--- src/rtl/dbnc_pkg.sv ---
package dbnc_pkg;

    localparam int CODE_W      = 6;
    localparam int SEL_W       = 3;
    localparam int NUM_PERIODS = 6;
    localparam int CNT_W       = 13;
    localparam int FINE_SHIFT  = 5;
    localparam int COARSE_SHIFT = 9;
    localparam int FINE_LAST   = 21;
    localparam int COARSE1_LAST = 31;
    localparam int UNIT_LAST   = 53;
    localparam int MAX_PERIOD  = 5120;

    typedef enum logic [1:0] {
        ST_OFF,
        ST_HOLD,
        ST_COUNT
    } flt_state_e;

    function automatic logic [CNT_W-1:0] decode_period(input logic [CODE_W-1:0] code);
        logic [CNT_W-1:0] c;
        c = CNT_W'(code);
        if (code == '0)
            return '0;
        else if (c <= CNT_W'(FINE_LAST))
            return (c + CNT_W'(1)) << FINE_SHIFT;
        else if (c <= CNT_W'(COARSE1_LAST))
            return (c - CNT_W'(FINE_LAST)) << COARSE_SHIFT;
        else if (c <= CNT_W'(UNIT_LAST))
            return c - CNT_W'(COARSE1_LAST);
        else
            return (c - CNT_W'(UNIT_LAST)) << COARSE_SHIFT;
    endfunction

endpackage

--- src/rtl/dbnc_sync.sv ---
module dbnc_sync #(
    parameter int WIDTH = 4
) (
    input  logic             clk,
    input  logic             rst_n,
    input  logic [WIDTH-1:0] d_async,
    output logic [WIDTH-1:0] d_sync
);

    logic [WIDTH-1:0] stage1;

    always_ff @(posedge clk or negedge rst_n) begin
        if (!rst_n) begin
            stage1 <= '0;
            d_sync <= '0;
        end else begin
            stage1 <= d_async;
            d_sync <= stage1;
        end
    end

endmodule

--- src/rtl/dbnc_period_regs.sv ---
module dbnc_period_regs
    import dbnc_pkg::*;
(
    input  logic                                  clk,
    input  logic                                  rst_n,
    input  logic                                  en,
    input  logic                                  wr_en,
    input  logic [SEL_W-1:0]                      wr_sel,
    input  logic [CODE_W-1:0]                     wr_code,
    output logic [NUM_PERIODS-1:0][CODE_W-1:0]    codes
);

    always_ff @(posedge clk or negedge rst_n) begin
        if (!rst_n) begin
            codes <= '0;
        end else if (wr_en && !en) begin
            for (int r = 0; r < NUM_PERIODS; r++) begin
                if (wr_sel == SEL_W'(r + 1))
                    codes[r] <= wr_code;
            end
        end
    end

    // slots never move while the filters run
    p_frozen_when_enabled_r9: assert property (@(posedge clk) disable iff (!rst_n)
        en |=> $stable(codes));

endmodule

--- src/rtl/dbnc_filter.sv ---
module dbnc_filter
    import dbnc_pkg::*;
(
    input  logic             clk,
    input  logic             rst_n,
    input  logic             en,
    input  logic             bypass,
    input  logic [CNT_W-1:0] period,
    input  logic             din,
    output logic             dout
);

    flt_state_e       state, state_nxt;
    logic [CNT_W-1:0] cnt;
    logic             differs;
    logic             reached;

    assign differs = (din != dout);
    assign reached = ((cnt + CNT_W'(1)) == period);

    always_ff @(posedge clk or negedge rst_n) begin
        if (!rst_n) state <= ST_OFF;
        else        state <= state_nxt;
    end

    always_comb begin
        state_nxt = state;
        if (!en) begin
            state_nxt = ST_OFF;
        end else begin
            unique case (state)
                ST_OFF:   state_nxt = ST_HOLD;
                ST_HOLD:  if (differs && !bypass && period > CNT_W'(1)) state_nxt = ST_COUNT;
                ST_COUNT: if (bypass || !differs || reached) state_nxt = ST_HOLD;
                default:  state_nxt = ST_OFF;
            endcase
        end
    end

    always_ff @(posedge clk or negedge rst_n) begin
        if (!rst_n) begin
            dout <= 1'b0;
            cnt  <= '0;
        end else if (!en) begin
            dout <= 1'b0;
            cnt  <= '0;
        end else begin
            unique case (state)
                ST_OFF: begin
                    dout <= din;
                    cnt  <= '0;
                end
                ST_HOLD: begin
                    if (differs) begin
                        if (bypass || period <= CNT_W'(1)) dout <= din;
                        else                               cnt  <= CNT_W'(1);
                    end
                end
                ST_COUNT: begin
                    if (bypass || reached) begin
                        dout <= din;
                        cnt  <= '0;
                    end else if (!differs) begin
                        cnt  <= '0;
                    end else begin
                        cnt  <= cnt + CNT_W'(1);
                    end
                end
                default: begin
                    dout <= 1'b0;
                    cnt  <= '0;
                end
            endcase
        end
    end

    // disabled filter drives zero
    p_off_clears_r8: assert property (@(posedge clk) disable iff (!rst_n)
        !en |=> (dout == 1'b0));

    // first enabled edge loads the synchronized level
    p_enable_loads_r8: assert property (@(posedge clk) disable iff (!rst_n)
        $rose(en) |=> (dout == $past(din)));

    // an output change always copies the synchronized input
    p_takes_sync_r7: assert property (@(posedge clk) disable iff (!rst_n)
        (en && $past(en) && dout != $past(dout)) |-> (dout == $past(din)));

    // count stays within the decoded period
    p_cnt_bound_r7: assert property (@(posedge clk) disable iff (!rst_n)
        (state == ST_COUNT && !bypass) |-> (cnt != '0 && cnt < period));

endmodule

--- src/rtl/pad_debounce_bank.sv ---
module pad_debounce_bank
    import dbnc_pkg::*;
#(
    parameter int                 NUM_PADS  = 4,
    parameter logic [NUM_PADS-1:0] CAP_MASK = 4'b0111
) (
    input  logic                      clk,
    input  logic                      rst_n,
    input  logic                      dbnc_en,
    input  logic                      wr_en,
    input  logic [SEL_W-1:0]          wr_sel,
    input  logic [CODE_W-1:0]         wr_code,
    input  logic [SEL_W*NUM_PADS-1:0] pad_sel,
    input  logic [NUM_PADS-1:0]       pad_raw,
    output logic [NUM_PADS-1:0]       pad_clean
);

    logic [NUM_PERIODS-1:0][CODE_W-1:0] codes;
    logic [NUM_PADS-1:0][SEL_W-1:0]     sel_q;
    logic [NUM_PADS-1:0]                sync_q;

    dbnc_period_regs u_regs (
        .clk     (clk),
        .rst_n   (rst_n),
        .en      (dbnc_en),
        .wr_en   (wr_en),
        .wr_sel  (wr_sel),
        .wr_code (wr_code),
        .codes   (codes)
    );

    dbnc_sync #(.WIDTH(NUM_PADS)) u_sync (
        .clk     (clk),
        .rst_n   (rst_n),
        .d_async (pad_raw),
        .d_sync  (sync_q)
    );

    always_ff @(posedge clk or negedge rst_n) begin
        if (!rst_n)        sel_q <= '0;
        else if (!dbnc_en) sel_q <= pad_sel;
    end

    for (genvar i = 0; i < NUM_PADS; i++) begin : g_pad
        logic [CODE_W-1:0] code_sel;
        logic [SEL_W-1:0]  slot;
        logic              byp;
        logic [CNT_W-1:0]  per;

        assign slot = sel_q[i] - SEL_W'(1);

        always_comb begin
            code_sel = '0;
            if (sel_q[i] != '0 && sel_q[i] <= SEL_W'(NUM_PERIODS))
                code_sel = codes[slot];
        end

        assign byp = !CAP_MASK[i] || (code_sel == '0);
        assign per = decode_period(code_sel);

        always_comb begin
            if (code_sel != '0)
                p_period_range_r3: assert (per >= CNT_W'(1) && per <= CNT_W'(MAX_PERIOD));
        end

        dbnc_filter u_flt (
            .clk    (clk),
            .rst_n  (rst_n),
            .en     (dbnc_en),
            .bypass (byp),
            .period (per),
            .din    (sync_q[i]),
            .dout   (pad_clean[i])
        );

        if (!CAP_MASK[i]) begin : g_nocap
            // pads outside the mask track the synchronizer one edge later
            p_nocap_bypass_r10: assert property (@(posedge clk) disable iff (!rst_n)
                $past(dbnc_en) |-> (pad_clean[i] == $past(sync_q[i])));
        end
    end

endmodule

--- config.mk ---
export PLATFORM = sky130hd
export DESIGN_NAME = pad_debounce_bank
export DESIGN_NICKNAME = d
export VERILOG_FILES = /design/src/rtl/dbnc_pkg.sv /design/src/rtl/dbnc_sync.sv /design/src/rtl/dbnc_period_regs.sv /design/src/rtl/dbnc_filter.sv /design/src/rtl/pad_debounce_bank.sv
export SDC_FILE = /design/constraint.sdc
export NUM_CORES = 1
export LEC_CHECK = 0
export BUFFER_PORTS_ARGS = -buffer_cell sky130_fd_sc_hd__buf_2
export CAP_MARGIN = 25
export CORE_MARGIN = 2
export CORE_UTILIZATION = 50
export CTS_CLUSTER_SIZE = 25
export DETAILED_ROUTE_END_ITERATION = 10
export PLACE_DENSITY = 0.68
export SLEW_MARGIN = 20
export SYNTH_ARGS = -nofsm -noshare
export SYNTH_HDL_FRONTEND = slang
export SYNTH_HIERARCHICAL = 1
export SYNTH_SLANG_ARGS = --single-unit
--- constraint.sdc ---
create_clock -name clk -period 6.95 [get_ports clk]
set_input_delay 0.695 -clock clk [delete_from_list [all_inputs] [get_ports clk]]
set_output_delay 0.695 -clock clk [all_outputs]
set_load 0.02 [all_outputs]
==> metrics list <==
- Worst IR Drop VDD: 0.2017 mV
- The worst register-to-register path begins at sel_q[0].
- Unrepaired setup endpoints after global routing: false
- For this run, the slowest stage of the critical path takes ~0.76 ns.
* Global-route wire length before repair: about 47000 um
- The die is approximately 150 um tall.
- Across every metal layer, demand over resource in global routing totals 24.12%.
* DP Area: roughly 0.011 mm^2
* Cell count after synthesis: roughly 1300
- After synthesis, the netlist uses 77 different library cells.
- Counting both buffers and inverters, the worst setup path holds a total of 1.
- Vias after detailed routing: 9839
- Fraction of power spent switching nets: between 40% and 50%
- The core region is 0.02169 mm^2.
- The synthesized design contains 0 enable-type register cells.
- Final worst path period share: between 80 and 90%
- The worst setup path is of the reg -> reg kind.
* Reg2Reg Capture Point: g_pad[0].u_flt/dout
- Entering global routing, the biggest net connects 74 pins.
- The worst register-to-register path has a setup slack of roughly 1.0 ns.
- Setup violations remaining at the end of the flow were counted as 0.
- The run finished with clean final reports.
- Delay-heaviest family, CP: simple AND/OR/NAND/NOR gates
- Summed over its instances, the top area cell type makes up between 20% and 30% of the synthesized netlist area.
- Register bit count reported by yosys: 120
- The biggest area contributor in the post-synthesis netlist is sky130_fd_sc_hd__dfrtp_1.
* Critical Path Start Type: flop
* Power spent charging and discharging nets: ~1.5 mW
- Final critical path time including I/O delays and setup: 5.944 ns
- Antenna violations before repair: 1
- Count of warnings emitted by yosys: 6
- The worst register-to-register path has a depth of 16.
* Remaining antenna violation count after routing: 0
- The clock arrives with about 0.015 ns of skew.
- Routability Congestion: a little under 1
- In this run, post-CTS repair resized a total of 0 instances.
- Number of maximum-capacitance violations: 0
- Hold repair after CTS inserted 0 buffers.
* Required time at the endpoint of the critical path: 7.25 ns
- The clock reaches the later pin of the worst-skew pair after approximately 0.43 ns.
* Proportion of synthesized flip-flops having asynchronous set or reset: 100.0%
- Combinational logic is responsible for between 40% and 50% of the overall power.
* Clock-pin slew of the registers on the worst-case setup and hold paths: around 0.060 ns
- In this run, the clock network consumes 26.1% of the power.
- After routing the design area is ~0.012 mm^2.
- Maximum buffer depth of the clock tree: 2
- HPWL reported at the end of detailed placement: 20170 um
* Final routed wirelength across all metal layers: 28250 um
* Cell types occupying the most area after synthesis: sky130_fd_sc_hd__dfrtp_1 (27%), sky130_fd_sc_hd__mux2_2 (5.9%), sky130_fd_sc_hd__ha_1 (4.9%), sky130_fd_sc_hd__nand2_1 (4.7%), sky130_fd_sc_hd__mux4_2 (4.3%)
- Transition time of the tightest slew-check pin: 0.9185 ns
- In this run the worst path has a maximum fanout of 19.
* Total count of max-transition violations in the final report: 0
- Average footprint of a synthesized cell: around 8.7 um^2
* Post-CTS setup buffer count: 0
- The slowest stage of the critical path belongs to the cell sky130_fd_sc_hd__dfrtp_1.
- Net count reported at finish: 1327
- Of the total power, registers draw ~28%.
- For this run, design rule violations remaining after detail routing come to 0.
- Power per Cell Area: slightly below 300 mW/mm^2
* H-tree lvl count: 4
* Worst-case headroom to the max-slew limit: between 30% and 40%
- Multi-input logic area: approximately 0.0074 mm^2
* Drt first pass iters: 5
* Total power: around 3.4 mW
* Worst path most repeated cell: sky130_fd_sc_hd__ha_1
- The commonest cells after synthesis are sky130_fd_sc_hd__nand2_1 (137), sky130_fd_sc_hd__dfrtp_1 (120), sky130_fd_sc_hd__nand3_1 (75).
- Traced cell by cell, the critical path runs through inv_1, ha_1, xor2_1, mux4_2, a21o_1, and2_1, ha_1, a2111o_1, a211oi_1, xnor2_1, nand2_1, or4_1, nor4_4, nand4_4, nor3b_1, or3_1.
- Sinks on Clock Net: 120
- In this run the clock root is driven by a sky130_fd_sc_hd__clkbuf_16.
* Top-level port count: 33
* Leftover overflow at the end of global routing: 0
- Routed via count divided by cell count: around 6.4
* Crit path capture type: flop
- The die covers 0.02320 mm^2.
- Dividing the detail-routed wire length by the instance count gives between 15 and 20 um.
* Quantity of I/O buffers inserted on ports: 32
* Fmax: about 170 MHz
* Standard-cell row count: 54
- Summing all flip-flop and latch instances after layout gives around 0.003 mm^2.
* Worst min-delay path class: in -> async
- Buffers inserted during clock tree synthesis total 17.
* Layout area overhead: 7.701%
- After routing, the total negative slack on setup checks comes to 0 ns.
- Cell with the most instances after synthesis: sky130_fd_sc_hd__nand2_1
- For this configuration, the core starts out at a cell density of around 51%.
- The analysis attributes to cell leakage a power of ~4.6 nW.
- P_int: about 2.0 mW
- For this run, the leading register cell type out of synthesis is sky130_fd_sc_hd__dfrtp_1.
* Final core utilization: a little over half
* Part of the Yosys area used for sequential elements: 27.30%
* Number of global-route vias before repair: 9190
- Of the cells placed in the final design, the portion with a size suffix greater than 1 is between 10% and 20%.
- After filler insertion, the fill cell instance count of the layout stands at between 1500 and 2000.
- The die is 152.3 um wide.
- Netlist area before placement: between 0.01 and 0.015 mm^2
* Clock tree from TritonCTS: built
* CP arrival: between 6 and 7 ns
* Final hold vios: 0
- Drt initial violations: between 600 and 700
-- how the worst max path moves through the flow --
stage / startpoint / endpoint / slack, ns / cells after the start
2_1_floorplan: sel_q[3] / g_pad[1].u_flt/dout / 1.65 / 20
3_3_place_gp: sel_q[0] / g_pad[0].u_flt/dout / 1.20 / 16
3_5_place_dp: sel_q[0] / g_pad[0].u_flt/dout / 1.06 / 16
4_1_cts: sel_q[0] / g_pad[0].u_flt/dout / 1.05 / 16
5_1_grt: sel_q[0] / g_pad[0].u_flt/cnt[5] / 0.50 / 16
6_report: sel_q[0] / g_pad[0].u_flt/dout / 1.01 / 16
-- per-stage QoR --
| step | cells | worst slack (ns) | hold slack, ns |
|---|---|---|---|
| 6_report | 1549 | 1.006 | 0.2128 |
| 5_1_grt | 1548 | 0.5020 | 0.2611 |
| 4_1_cts | 1547 | 1.051 | 0.2347 |
| 3_5_place_dp | 1515 | 1.063 | 0.3347 |
| 3_3_place_gp | 1515 | 1.197 | 0.3313 |
| 2_1_floorplan | 1265 | 1.653 | 0.3312 |
-- routing by layer --
layer	global-route usage (%)	wire length (um)
met2	38.97	13370
met1	33.01	12700
met4	7.343	624
met3	4.522	1560
met5	0	0
-- logic make-up (layout without fill, tap and decap cells) --
family          Yosys count  in the layout  share of synthesized area (%)
other cells               1              3                        0.03409
mux                     116            116                          13.92
buf+inv                 135            138                          5.437
simple gates            483            483                          25.00
flops                   120            120                          27.30
fa+ha+maj                43             43                          4.891
compound gates          298            298                          17.93
xor+xnor                 68             68                          5.483
-- sequential cells by signal, indices dropped and copies added (netlist names) --
signal and flops:
g_pad.u_flt/cnt 52, g_pad.u_flt/state 8, u_sync/d_sync 4, u_regs/codes 36, sel_q 12, u_sync/stage1 4, g_pad.u_flt/dout 4
-- power by group through the flow --
| stage | clock network, mW | logic (mW) | registers [mW] |
|---|---|---|---|
| after floorplan | 0 | 1.26 | 0.887 |
| after global placement | 0 | 1.54 | 0.948 |
| after detailed placement | 0 | 1.55 | 0.954 |
| after CTS | 0.912 | 1.57 | 0.943 |
| after global routing | 0.944 | 1.76 | 0.959 |
| final | 0.897 | 1.59 | 0.951 |
-- cell usage in the layout (no fill, tap or decap), types with 6 or more instances in the layout --
master and count:
sky130_fd_sc_hd__a211oi_1 10, sky130_fd_sc_hd__a21o_1 6, sky130_fd_sc_hd__a21oi_1 55, sky130_fd_sc_hd__a22oi_1 9
sky130_fd_sc_hd__a31oi_1 46, sky130_fd_sc_hd__and2_1 19, sky130_fd_sc_hd__and3_1 15, sky130_fd_sc_hd__buf_2 31
sky130_fd_sc_hd__buf_4 9, sky130_fd_sc_hd__clkbuf_16 17, sky130_fd_sc_hd__dfrtp_1 120, sky130_fd_sc_hd__ha_1 43
sky130_fd_sc_hd__inv_1 64, sky130_fd_sc_hd__mux2_2 58, sky130_fd_sc_hd__mux2_4 6, sky130_fd_sc_hd__mux2i_1 27
sky130_fd_sc_hd__mux4_2 21, sky130_fd_sc_hd__nand2_1 137, sky130_fd_sc_hd__nand2b_1 27, sky130_fd_sc_hd__nand3_1 75
sky130_fd_sc_hd__nand3b_1 7, sky130_fd_sc_hd__nand4_1 39, sky130_fd_sc_hd__nor2_1 50, sky130_fd_sc_hd__nor3_1 27
sky130_fd_sc_hd__nor4_1 21, sky130_fd_sc_hd__o211ai_1 8, sky130_fd_sc_hd__o21ai_0 52, sky130_fd_sc_hd__o221ai_1 7
sky130_fd_sc_hd__o22ai_1 41, sky130_fd_sc_hd__o311ai_1 9, sky130_fd_sc_hd__o31ai_1 11, sky130_fd_sc_hd__or3_1 15
sky130_fd_sc_hd__or4_1 9, sky130_fd_sc_hd__xnor2_1 31, sky130_fd_sc_hd__xor2_1 36
-- layout make-up --
| type | count | share of cell area (%) |
|---|---|---|
| Antenna cell | 1 | 0.02112 |
| Clock buffer | 19 | 3.739 |
| Clock inverter | 13 | 1.215 |
| Inverter | 64 | 2.028 |
| Multi-Input combinational cell | 1010 | 62.48 |
| Sequential cell | 120 | 25.35 |
| Tap cell | 280 | 2.957 |
| Timing Repair Buffer | 42 | 2.207 |
Power figures use the tool's default switching activity.
